<file path="config.mk">
export PLATFORM = sky130hd
export DESIGN_NAME = sdram_init_seq
export DESIGN_NICKNAME = d
export VERILOG_FILES = /design/src/rtl/sdram_init_pkg.sv /design/src/rtl/sdram_init_timer.sv /design/src/rtl/sdram_init_fsm.sv /design/src/rtl/sdram_init_cmdreg.sv /design/src/rtl/sdram_init_seq.sv
export SDC_FILE = /design/constraint.sdc
export NUM_CORES = 1
export LEC_CHECK = 0
export BUFFER_PORTS_ARGS = -buffer_cell sky130_fd_sc_hd__buf_2
export CAP_MARGIN = 20
export CORE_UTILIZATION = 45
export DETAILED_ROUTE_END_ITERATION = 6
export PLACE_DENSITY = 0.69
export SETUP_SLACK_MARGIN = 0.5
export SYNTH_ARGS = -nofsm -noshare
export SYNTH_HDL_FRONTEND = slang
export SYNTH_SLANG_ARGS = --single-unit
</file>
<file path="constraint.sdc">
create_clock -name clk -period 2.5 [get_ports clk]
set_input_delay 0.125 -clock clk [delete_from_list [all_inputs] [get_ports clk]]
set_output_delay 0.125 -clock clk [all_outputs]
set_load 0.01 [all_outputs]
</file>
<file path="src/rtl/sdram_init_pkg.sv">
package sdram_init_pkg;

  // Command encodings on {cs_n, ras_n, cas_n, we_n}
  typedef enum logic [3:0] {
    CMD_LMR = 4'b0000,
    CMD_REF = 4'b0001,
    CMD_PRE = 4'b0010,
    CMD_NOP = 4'b0111
  } cmd_e;

  // Script steps in issue order; the order is the behaviour
  typedef enum logic [2:0] {
    STP_WAIT = 3'd0,
    STP_PRE  = 3'd1,
    STP_REF1 = 3'd2,
    STP_REF2 = 3'd3,
    STP_LMR  = 3'd4,
    STP_RDY  = 3'd5
  } step_e;

  // Command driven in the first cycle of a step
  function automatic cmd_e step_cmd(step_e s);
    case (s)
      STP_PRE:  return CMD_PRE;
      STP_REF1: return CMD_REF;
      STP_REF2: return CMD_REF;
      STP_LMR:  return CMD_LMR;
      default:  return CMD_NOP;
    endcase
  endfunction

  function automatic int unsigned max_of4(int unsigned a, int unsigned b,
                                          int unsigned c, int unsigned d);
    int unsigned m;
    m = a;
    if (b > m) m = b;
    if (c > m) m = c;
    if (d > m) m = d;
    return m;
  endfunction

endpackage

</file>
<file path="src/rtl/sdram_init_timer.sv">
module sdram_init_timer #(
  parameter int unsigned CW      = 4,
  parameter int unsigned RST_VAL = 10
) (
  input  logic          clk,
  input  logic          rst_n,
  input  logic          load,
  input  logic [CW-1:0] load_val,
  output logic          zero
);

  localparam logic [CW-1:0] RST_CNT = CW'(RST_VAL);

  logic [CW-1:0] cnt_q;

  // Down-counter: reload on request, otherwise count to zero and park
  always_ff @(posedge clk or negedge rst_n) begin
    if (!rst_n)              cnt_q <= RST_CNT;
    else if (load)           cnt_q <= load_val;
    else if (cnt_q != '0)    cnt_q <= cnt_q - 1'b1;
  end

  assign zero = (cnt_q == '0);


  tmr_park_chk: assert property (@(posedge clk) disable iff (!rst_n)
    (zero && !load) |=> zero);


  tmr_step_chk: assert property (@(posedge clk) disable iff (!rst_n)
    (!load && !zero) |=> (cnt_q == $past(cnt_q) - 1'b1));

endmodule

</file>
<file path="src/rtl/sdram_init_fsm.sv">
module sdram_init_fsm
  import sdram_init_pkg::*;
#(
  parameter int unsigned CW       = 4,
  parameter int unsigned TRP_CYC  = 3,
  parameter int unsigned TRC_CYC  = 9,
  parameter int unsigned TMRD_CYC = 2
) (
  input  logic          clk,
  input  logic          rst_n,
  input  logic          tmr_zero,
  output step_e         step_q,
  output step_e         step_nxt,
  output logic          adv,
  output logic [CW-1:0] load_val
);

  // A step lasting N cycles reloads the timer with N-1
  localparam logic [CW-1:0] LV_RP  = CW'(TRP_CYC - 1);
  localparam logic [CW-1:0] LV_RC  = CW'(TRC_CYC - 1);
  localparam logic [CW-1:0] LV_MRD = CW'(TMRD_CYC - 1);

  assign adv = tmr_zero && (step_q != STP_RDY);

  always_comb begin
    step_nxt = step_q;
    if (adv) step_nxt = step_e'(step_q + 3'd1);
  end

  always_comb begin
    case (step_nxt)
      STP_PRE:  load_val = LV_RP;
      STP_REF1: load_val = LV_RC;
      STP_REF2: load_val = LV_RC;
      STP_LMR:  load_val = LV_MRD;
      default:  load_val = '0;
    endcase
  end

  always_ff @(posedge clk or negedge rst_n) begin
    if (!rst_n) step_q <= STP_WAIT;
    else        step_q <= step_nxt;
  end


  step_order_chk: assert property (@(posedge clk) disable iff (!rst_n)
    !$stable(step_q) |-> (step_q == step_e'($past(step_q) + 3'd1)));


  step_final_chk: assert property (@(posedge clk) disable iff (!rst_n)
    (step_q == STP_RDY) |=> (step_q == STP_RDY));


  step_gate_chk: assert property (@(posedge clk) disable iff (!rst_n)
    !$stable(step_q) |-> $past(tmr_zero));

endmodule

</file>
<file path="src/rtl/sdram_init_cmdreg.sv">
module sdram_init_cmdreg
  import sdram_init_pkg::*;
#(
  parameter int unsigned ADDR_W = 11,
  parameter int unsigned BANK_W = 2,
  parameter int unsigned AP_BIT = 10
) (
  input  logic              clk,
  input  logic              rst_n,
  input  logic              adv,
  input  step_e             step_nxt,
  input  logic [ADDR_W-1:0] mode_word,
  output cmd_e              cmd_q,
  output logic [BANK_W-1:0] ba_q,
  output logic [ADDR_W-1:0] addr_q,
  output logic              done_q
);

  cmd_e              cmd_d;
  logic [ADDR_W-1:0] addr_d;

  // A command goes out only on the edge that enters a step
  always_comb begin
    cmd_d  = CMD_NOP;
    addr_d = '0;
    if (adv) begin
      cmd_d = step_cmd(step_nxt);
      if (step_nxt == STP_PRE) addr_d[AP_BIT] = 1'b1;
      if (step_nxt == STP_LMR) addr_d = mode_word;
    end
  end

  always_ff @(posedge clk or negedge rst_n) begin
    if (!rst_n) begin
      cmd_q  <= CMD_NOP;
      ba_q   <= '0;
      addr_q <= '0;
      done_q <= 1'b0;
    end else begin
      cmd_q  <= cmd_d;
      ba_q   <= '0;
      addr_q <= addr_d;
      done_q <= done_q | (adv && (step_nxt == STP_RDY));
    end
  end


  pre_all_chk: assert property (@(posedge clk) disable iff (!rst_n)
    (cmd_q == CMD_PRE) |-> (addr_q[AP_BIT] && ba_q == '0));


  lmr_value_chk: assert property (@(posedge clk) disable iff (!rst_n)
    (cmd_q == CMD_LMR) |-> (ba_q == '0 && addr_q == $past(mode_word)));


  done_hold_chk: assert property (@(posedge clk) disable iff (!rst_n)
    done_q |=> done_q);


  done_quiet_chk: assert property (@(posedge clk) disable iff (!rst_n)
    done_q |-> (cmd_q == CMD_NOP && addr_q == '0));

endmodule

</file>
<file path="src/rtl/sdram_init_seq.sv">
module sdram_init_seq
  import sdram_init_pkg::*;
#(
  parameter int unsigned STARTUP_CYC = 10000,
  parameter int unsigned TRP_CYC     = 3,
  parameter int unsigned TRC_CYC     = 9,
  parameter int unsigned TMRD_CYC    = 2,
  parameter int unsigned ADDR_W      = 11,
  parameter int unsigned BANK_W      = 2
) (
  input  logic              clk,
  input  logic              rst_n,
  input  logic [ADDR_W-1:0] mode_word,
  output logic              cs_n,
  output logic              ras_n,
  output logic              cas_n,
  output logic              we_n,
  output logic [BANK_W-1:0] ba,
  output logic [ADDR_W-1:0] addr,
  output logic              done
);

  localparam int unsigned MAXV = max_of4(STARTUP_CYC, TRP_CYC, TRC_CYC, TMRD_CYC);
  localparam int unsigned CW   = (MAXV < 2) ? 1 : $clog2(MAXV + 1);

  logic          tmr_zero;
  logic          adv;
  logic [CW-1:0] load_val;
  step_e         step_q;
  step_e         step_nxt;
  cmd_e          cmd_q;

  sdram_init_timer #(
    .CW      (CW),
    .RST_VAL (STARTUP_CYC)
  ) u_timer (
    .clk      (clk),
    .rst_n    (rst_n),
    .load     (adv),
    .load_val (load_val),
    .zero     (tmr_zero)
  );

  sdram_init_fsm #(
    .CW       (CW),
    .TRP_CYC  (TRP_CYC),
    .TRC_CYC  (TRC_CYC),
    .TMRD_CYC (TMRD_CYC)
  ) u_fsm (
    .clk      (clk),
    .rst_n    (rst_n),
    .tmr_zero (tmr_zero),
    .step_q   (step_q),
    .step_nxt (step_nxt),
    .adv      (adv),
    .load_val (load_val)
  );

  sdram_init_cmdreg #(
    .ADDR_W (ADDR_W),
    .BANK_W (BANK_W)
  ) u_cmd (
    .clk       (clk),
    .rst_n     (rst_n),
    .adv       (adv),
    .step_nxt  (step_nxt),
    .mode_word (mode_word),
    .cmd_q     (cmd_q),
    .ba_q      (ba),
    .addr_q    (addr),
    .done_q    (done)
  );

  assign {cs_n, ras_n, cas_n, we_n} = cmd_q;


  startup_quiet_chk: assert property (@(posedge clk) disable iff (!rst_n)
    (step_q == STP_WAIT) |-> ({cs_n, ras_n, cas_n, we_n} == 4'b0111 && !done));


  done_step_chk: assert property (@(posedge clk) disable iff (!rst_n)
    done |-> (step_q == STP_RDY));

endmodule

</file>
==> results.md, run 1 <==
- Outcome: completed
- Hold Violations, Final: 0
- P per Cell Area: ~380 nW/um^2
- Maxcap violations: 0
- Synth Warn #: 0
- Final Critical Period: 2.361 ns
- WP data arrival: roughly 2.6 ns
- Clock Skew: 0.007867 ns
- Total global-route track usage: 20.40%
- Max VDD drop: between 0.2 and 0.3 mV
- Commonest non-fill, non-tap cells in the layout: buf_2, dfrtp_1, buf_4
- # clock sinks: 32
- Wire per inst: about 14 um
- Initial DRC count: 33
- Overflow after GRT: 0
- TritonRoute pass-1 iters: 4
- Io pins: 31
- Reg clk slew, reported paths: 0.09 ns
- Worst-Skew Late Latency: 0.33 ns
- Post-route ant nets: 0
- Root Buffer: clkbuf_4
- CORE AREA: 3078 um^2
- Worst Hold Class: input port to flop
- Setup-failing EPs final: 0
- FP Rows: 20
- Largest net degree at the start of global routing: 33
- Initial Util: between 40 and 50%
- Final GP Congestion: 0.7963
- Area grow syn2layout: 45.94%
- Die area: 3488 um^2
- DRC: 0
- Post-route insts no fill: 237
- Least-Margin Pin Slew: around 0.7 ns
- Final Cell Area: 2138 um^2
- Chip Width: 59.06 um
- Maximum clock rate: 423.6 MHz
- Worst slew margin: 54.51%
- Inst Count DP: 200
- Average size of a mapped cell: 11.72 um^2
- #FFs+latches synth: 32
- Clock Tree Buf Depth: 2
- Antenna violations before repair: 0
- Register area share after synthesis: 55.34%
- Final Cycle Share: between 90 and 100%
- Commonest non-fill, non-tap cell in the layout: buf_2
- DR top layer: met4
- Port buffer count: 27
- RSZ-0062 raised after global routing: yes
- Nets@finish: 210
- DR vias: roughly 1100
- Critical Path RT: 2.77 ns
- Cell count after synthesis: 125
- Post-layout power: 0.8133 mW
- M1 wire length: 1251 um
- Critical path launch point type: flop
- Wire length on met2: 1727 um
- Metal3 WL: about 180 um
- Filler instances: 236
- DIE HEIGHT: 59.06 um
- Worst-path maximum fanout: 4
- Final HPWL DP: 1870 um
- Cts bufs inserted: 5
- Syn Std Cell Area: 1465 um^2
- Setup CP Type: flop to flop
- TritonCTS clock tree: yes
- Post-placement cell area: 1687 um^2
- First-pass GRT wire length: between 5000 and 6000 um
- Crit end category: flop
- Synth cell types: 39
- Vias/cell: 4.848
- ANT cells: 0
- Fraction of layout cells with a size suffix above 1: 51.81%
- H-tree depth: 2
- Leak Pwr: 1.084 nW
- Setup_tns: 0 ns
- Slew Viols, Final: 0
- Vias in the first global route: 1149
- Final wirelength: 3220 um
==> sequential cells by signal, summed over array words and instances (netlist names) <==
register       cells
u_cmd.addr_q      11
u_cmd.cmd_q        3
u_cmd.done_q       1
u_fsm.step_q       3
u_timer.cnt_q     14
==> worst max-delay path, stage by stage, from the launching register on <==
cell,delay [ns]
dfrtp_1,0.39
or4_4,0.55
buf_6,0.14
nor4_4,0.32
buf_4,0.17
mux2_4,0.32
or2_4,0.24
a21o_1,0.16
==> where the power goes <==
group / switching (mW) / internal, mW
registers: 0 / 0.518
clock network: 0.158 / 0.103
logic: 0.0164 / 0.0179
total: 0.174 / 0.639
==> Yosys cell counts <==
cell type / number / area share, %
dfrtp_1: 24 / 41
nand2_1: 11 / 2.8
and2_1: 10 / 4.3
dfstp_2: 8 / 14
nor2_1: 8 / 2.0
xor2_1: 7 / 4.2
xnor2_1: 5 / 3.0
ha_1: 4 / 3.4
inv_1: 4 / 1.0
nand2b_1: 4 / 1.7
o21ai_0: 4 / 1.4
buf_4: 3 / 1.5
nor4_1: 3 / 1.3
or4_4: 3 / 2.3
nand3_1: 2 / 0.68
nand4_1: 2 / 0.85
a21o_1: 1 / 0.51
a21oi_1: 1 / 0.34
a22oi_1: 1 / 0.51
a31o_2: 1 / 0.60
buf_2: 1 / 0.34
conb_1: 1 / 0.26
mux2_2: 1 / 0.77
mux2i_1: 1 / 0.68
nor2b_1: 1 / 0.43
nor3_1: 1 / 0.34
nor3b_1: 1 / 0.51
nor3b_2: 1 / 0.85
nor4_2: 1 / 0.85
nor4_4: 1 / 1.5
nor4b_1: 1 / 0.60
o211ai_1: 1 / 0.51
or2_2: 1 / 0.43
or2_4: 1 / 0.60
or3_1: 1 / 0.43
or3_4: 1 / 0.77
or3b_2: 1 / 0.60
or4b_1: 1 / 0.68
xnor2_2: 1 / 1.1
==> worst paths after layout <==
check / from / end / slack, ns / cells after the start
worst max-delay path: u_timer.cnt_q[3] / u_cmd.cmd_q[0] / 0.14 / 7
worst min register to register: u_timer.cnt_q[6] / u_timer.cnt_q[6] / 0.48 / 1
max in group asynchronous: rst_n / u_cmd.addr_q[10] / 1.69 / 2
worst min-delay path: mode_word[10] / u_cmd.addr_q[10] / 0.07 / 3
worst max register to register: u_timer.cnt_q[3] / u_cmd.cmd_q[0] / 0.14 / 7
min in group asynchronous: rst_n / u_timer.cnt_q[7] / 0.37 / 2
==> layer usage <==
| layer | vias up | track usage [%] |
|---|---|---|
| li1 | 552 | - |
| met1 | 559 | 21.52 |
| met2 | 30 | 35.88 |
| met3 | 8 | 8.079 |
| met4 | 0 | 8.844 |
| met5 | - | 0 |
==> cell type report <==
class	count	area [um^2]	share of cell area, %
clock buffers	6	41.29	1.931
clock inverters	1	5.005	0.2341
inverters	4	15.01	0.7022
multi-input cells	87	740.7	34.64
flip-flops and latches	32	810.8	37.92
well taps	44	55.05	2.575
repair buffers	63	470.5	22.00
==> metrics by stage <==
| step | hold slack [ns] | util (%) | setup slack (ns) |
|---|---|---|---|
| floorplan | -0.1706 | - | 0.2346 |
| global placement | 0.1934 | 54.80 | 0.1402 |
| detailed placement | 0.2115 | 54.80 | 0.1000 |
| CTS | 0.05173 | 66.38 | 0.1727 |
| global route | 0.05097 | 69.47 | 0.07629 |
| finish | 0.06525 | 69.47 | 0.1391 |
==> timing repair <==
action / 4_1_cts / 5_1_grt
cloned: 0 / 1
pin swaps: 9 / 13
setup endpoints to repair: 19 / 27
endpoints found under the hold margin: 34 / 0
resized for setup: 17 / 20
hold buffers: 11 / 0
setup buffers: 17 / 1
==> logic make-up after synthesis <==
logic type	after synthesis	share of synthesized area, %
AO/OA/AOI/OAI	9	3.843
XOR/XNOR	13	8.284
adder cells (fa/ha/maj)	4	3.416
buffers and inverters	8	2.903
flip-flops	32	55.34
multiplexers	2	1.452
other	1	0.2559
AND/OR/NAND/NOR	56	24.51
Note: power is estimated with default switching activity, not from simulation.
==> inputs of run 2 (changes only) <==
--- a/config.mk
+++ b/config.mk
@@ -7,6 +7,7 @@
 export LEC_CHECK = 0
 export BUFFER_PORTS_ARGS = -buffer_cell sky130_fd_sc_hd__buf_2
 export CAP_MARGIN = 20
+export CORE_ASPECT_RATIO = 2
 export CORE_UTILIZATION = 45
 export DETAILED_ROUTE_END_ITERATION = 6
 export PLACE_DENSITY = 0.69
==> run 2 against run 1 <==
Effect of this change: sequential power hardly changed; global-route usage is 2.0 points higher; combinational power down 35%; maximum frequency increased by 2.4%; critical endpoint is now u_timer.cnt_q[11]; largest cell class unchanged; highest routed layer unchanged.
==> results.md, run 2 (synthesis results as in run 1) <==
- Register area: 810.8 um^2 (unchanged)
- Port buffer count: 27 (unchanged)
- Slew Viols, Final: 0 (unchanged)
- Filler instances: 233 (was 236)
- R2R depth: 5 (was 7)
- Setup CP Type: flop to flop (unchanged)
- Hold Violations, Final: 0 (unchanged)
- Crit path launch: u_timer.cnt_q[6] (was u_timer.cnt_q[3])
- Chip Width: 42.35 um (was 59.06 um)
- Total global-route track usage: 22.42% (was 20.40%)
- Worst-Skew Late Latency: 0.29 ns (was 0.33 ns)
- Clock Skew: 0.008983 ns (was 0.007867 ns)
- Inst Count DP: 184 (was 200)
- Crit end category: flop (unchanged)
- Final wirelength: 3624 um (was 3220 um)
- Slack of the critical path: 0.1941 ns (was 0.1391 ns)
- Largest net degree at the start of global routing: 33 (unchanged)
- Hold_ws: 0.04401 ns (was 0.06525 ns)
- Clock Tree Buf Depth: 2 (unchanged)
- Metal3 WL: 126 um (was 176 um)
- Commonest non-fill, non-tap cells in the layout: buf_2, dfrtp_1, buf_4 (unchanged)
- Biggest register: u_timer.cnt_q (unchanged)
- CP delay by family, top: simple AND/OR/NAND/NOR gates (unchanged)
- Pre-CTS setup slack: 0.1733 ns (was 0.1000 ns)
- Leading registers by flop count: u_timer.cnt_q (14), u_cmd.addr_q (11) (unchanged)
- TritonRoute pass-1 iters: 5 (was 4)
- Least-Margin Pin Slew: 0.6829 ns (was 0.6823 ns)
- DRC: 0 (unchanged)
- Post-layout power: 1.020 mW (was 0.8133 mW)
- Outcome: completed (unchanged)
- Maxcap violations: 0 (unchanged)
- Final Cell Area: 2120 um^2 (was 2138 um^2)
- Worst r2r src: u_timer.cnt_q[6] (was u_timer.cnt_q[3])
- Setup-failing EPs final: 0 (unchanged)
- Final HPWL DP: 2168 um (was 1870 um)
- Io pins: 31 (unchanged)
- Max VDD drop: 0.5904 mV (was 0.2944 mV)
- RR Endpoint: u_timer.cnt_q[11] (was u_cmd.cmd_q[0])
- H-tree depth: 2 (unchanged)
- Area grow syn2layout: 44.66% (was 45.94%)
- Critical path's slowest cell: or4_4 (unchanged)
- CP endpoint: u_timer.cnt_q[11] (was u_cmd.cmd_q[0])
- Maximum clock rate: 433.7 MHz (was 423.6 MHz)
- Critical path launch point type: flop (unchanged)
- Worst R2R Setup Slack: 0.19 ns (was 0.14 ns)
- CORE AREA: 3120 um^2 (was 3078 um^2)
- Root Buffer: clkbuf_8 (was clkbuf_4)
- DIE HEIGHT: 82.70 um (was 59.06 um)
- Levels on crit path: 5 (was 7)
- Post-placement cell area: 1648 um^2 (was 1687 um^2)
- DR vias: 1176 (was 1149)
- TritonCTS clock tree: yes (unchanged)
- Post-route ant nets: 0 (unchanged)
- Critical path's largest stage delay: 0.59 ns (was 0.55 ns)
- Worst Hold Class: input port to flop (unchanged)
- Reg clk slew, reported paths: 0.07 ns (was 0.09 ns)
- Setup_tns: 0 ns (unchanged)
- Final GP Congestion: 0.7805 (was 0.7963)
- Vias/cell: 5.297 (was 4.848)
- M1 wire length: 1079 um (was 1251 um)
- CP Cell Sequence: or4_4 -> or2_4 -> or3_4 -> or4_4 -> xnor2_2 (was or4_4 -> buf_6 -> nor4_4 -> buf_4 -> mux2_4 -> or2_4 -> a21o_1)
- Fraction of layout cells with a size suffix above 1: 56.54% (was 51.81%)
- Overflow after GRT: 0 (unchanged)
- Largest register FFs: 14 (unchanged)
- Die area: 3502 um^2 (was 3488 um^2)
- Commonest non-fill, non-tap cell in the layout: buf_2 (unchanged)
- Final Util: 67.92% (was 69.47%)
- Nets@finish: 207 (was 210)
- First-pass GRT wire length: 5623 um (was 5078 um)
- Critical Path RT: 2.67 ns (was 2.77 ns)
- Leak Pwr: 1.085 nW (was 1.084 nW)
- Wire length on met2: 2250 um (was 1727 um)
- ANT cells: 0 (unchanged)
- Vias in the first global route: 1288 (was 1149)
- FP Rows: 29 (was 20)
- P per Cell Area: 481.5 nW/um^2 (was 380.4 nW/um^2)
- WP data arrival: 2.48 ns (was 2.63 ns)
- Worst-path maximum fanout: 4 (unchanged)
- Initial DRC count: 29 (was 33)
- Wire per inst: 16.32 um (was 13.59 um)
- RSZ-0062 raised after global routing: yes (unchanged)
- Hold path depth: 2 (was 3)
- Final Cycle Share: 92.24% (was 94.43%)
- # clock sinks: 32 (unchanged)
- Worst slew margin: 54.47% (was 54.51%)
- Final Critical Period: 2.306 ns (was 2.361 ns)
- Post-route insts no fill: 222 (was 237)
- Initial Util: 46.95% (was 47.60%)
- DR top layer: met4 (unchanged)
- Antenna violations before repair: 0 (unchanged)
- CP most frequent cell: or4_4
- CP Buf/Inv Count: 0 (was 2)
- Cts bufs inserted: 5 (unchanged)
- Area taken by multi-input logic gates: 724.4 um^2 (was 740.7 um^2)
## run 2: changes by cell type in the layout (fill, tap and decap cells not counted), moves of 5 or more
| cell | delta |
|---|---|
| buf_4 | +7 |
| clkbuf_4 | -5 |
| clkbuf_8 | +5 |
| dlygate4sd3_1 | -10 |
## run 2: worst min-delay path by stage
stage                            start                to  slack (ns)
after global routing      mode_word[0]   u_cmd.addr_q[0]        0.05
final                     mode_word[0]   u_cmd.addr_q[0]        0.04
after detailed placement         rst_n  u_timer.cnt_q[6]        0.21
after CTS                 mode_word[0]   u_cmd.addr_q[0]        0.04
after global placement           rst_n   u_cmd.addr_q[9]        0.20
after floorplan                  rst_n   u_cmd.addr_q[0]       -0.17
## run 2: power breakdown
part / leakage (nW) / switching, mW / internal [mW]
clock: 0.0552 / 0.184 / 0.295
combinational: 0.627 / 0.0145 / 0.00773
sequential: 0.403 / 0 / 0.519
total: 1.08 / 0.199 / 0.822
## run 2: area by class of cell
| class | instances | area share, % |
|---|---|---|
| multi-input cells | 87 | 34.18 |
| well taps | 31 | 1.830 |
| clock inverters | 2 | 1.653 |
| clock buffers | 6 | 3.424 |
| inverters | 4 | 0.7084 |
| repair buffers | 60 | 19.95 |
| flip-flops and latches | 32 | 38.25 |
## run 2: per-layer routing
metal / GRT usage, % / up-vias
met4: 16.25 / 0
li1: - / 547
met5: 0 / -
met2: 43.54 / 33
met1: 18.48 / 579
met3: 5.870 / 17
## run 2: what timing repair did
action	4_1_cts	5_1_grt
hold buffers	1	0
pin swaps	15	12
endpoints found under the setup margin	19	30
gates cloned	1	0
gates resized for setup	18	18
setup buffers	25	3
endpoints found under the hold margin	24	0
## run 2: worst reg2reg max path, cell delays in order (launching register included)
cell and delay (ns):
dfrtp_1 0.37, or4_4 0.59, or2_4 0.25, or3_4 0.40, or4_4 0.44, xnor2_2 0.14
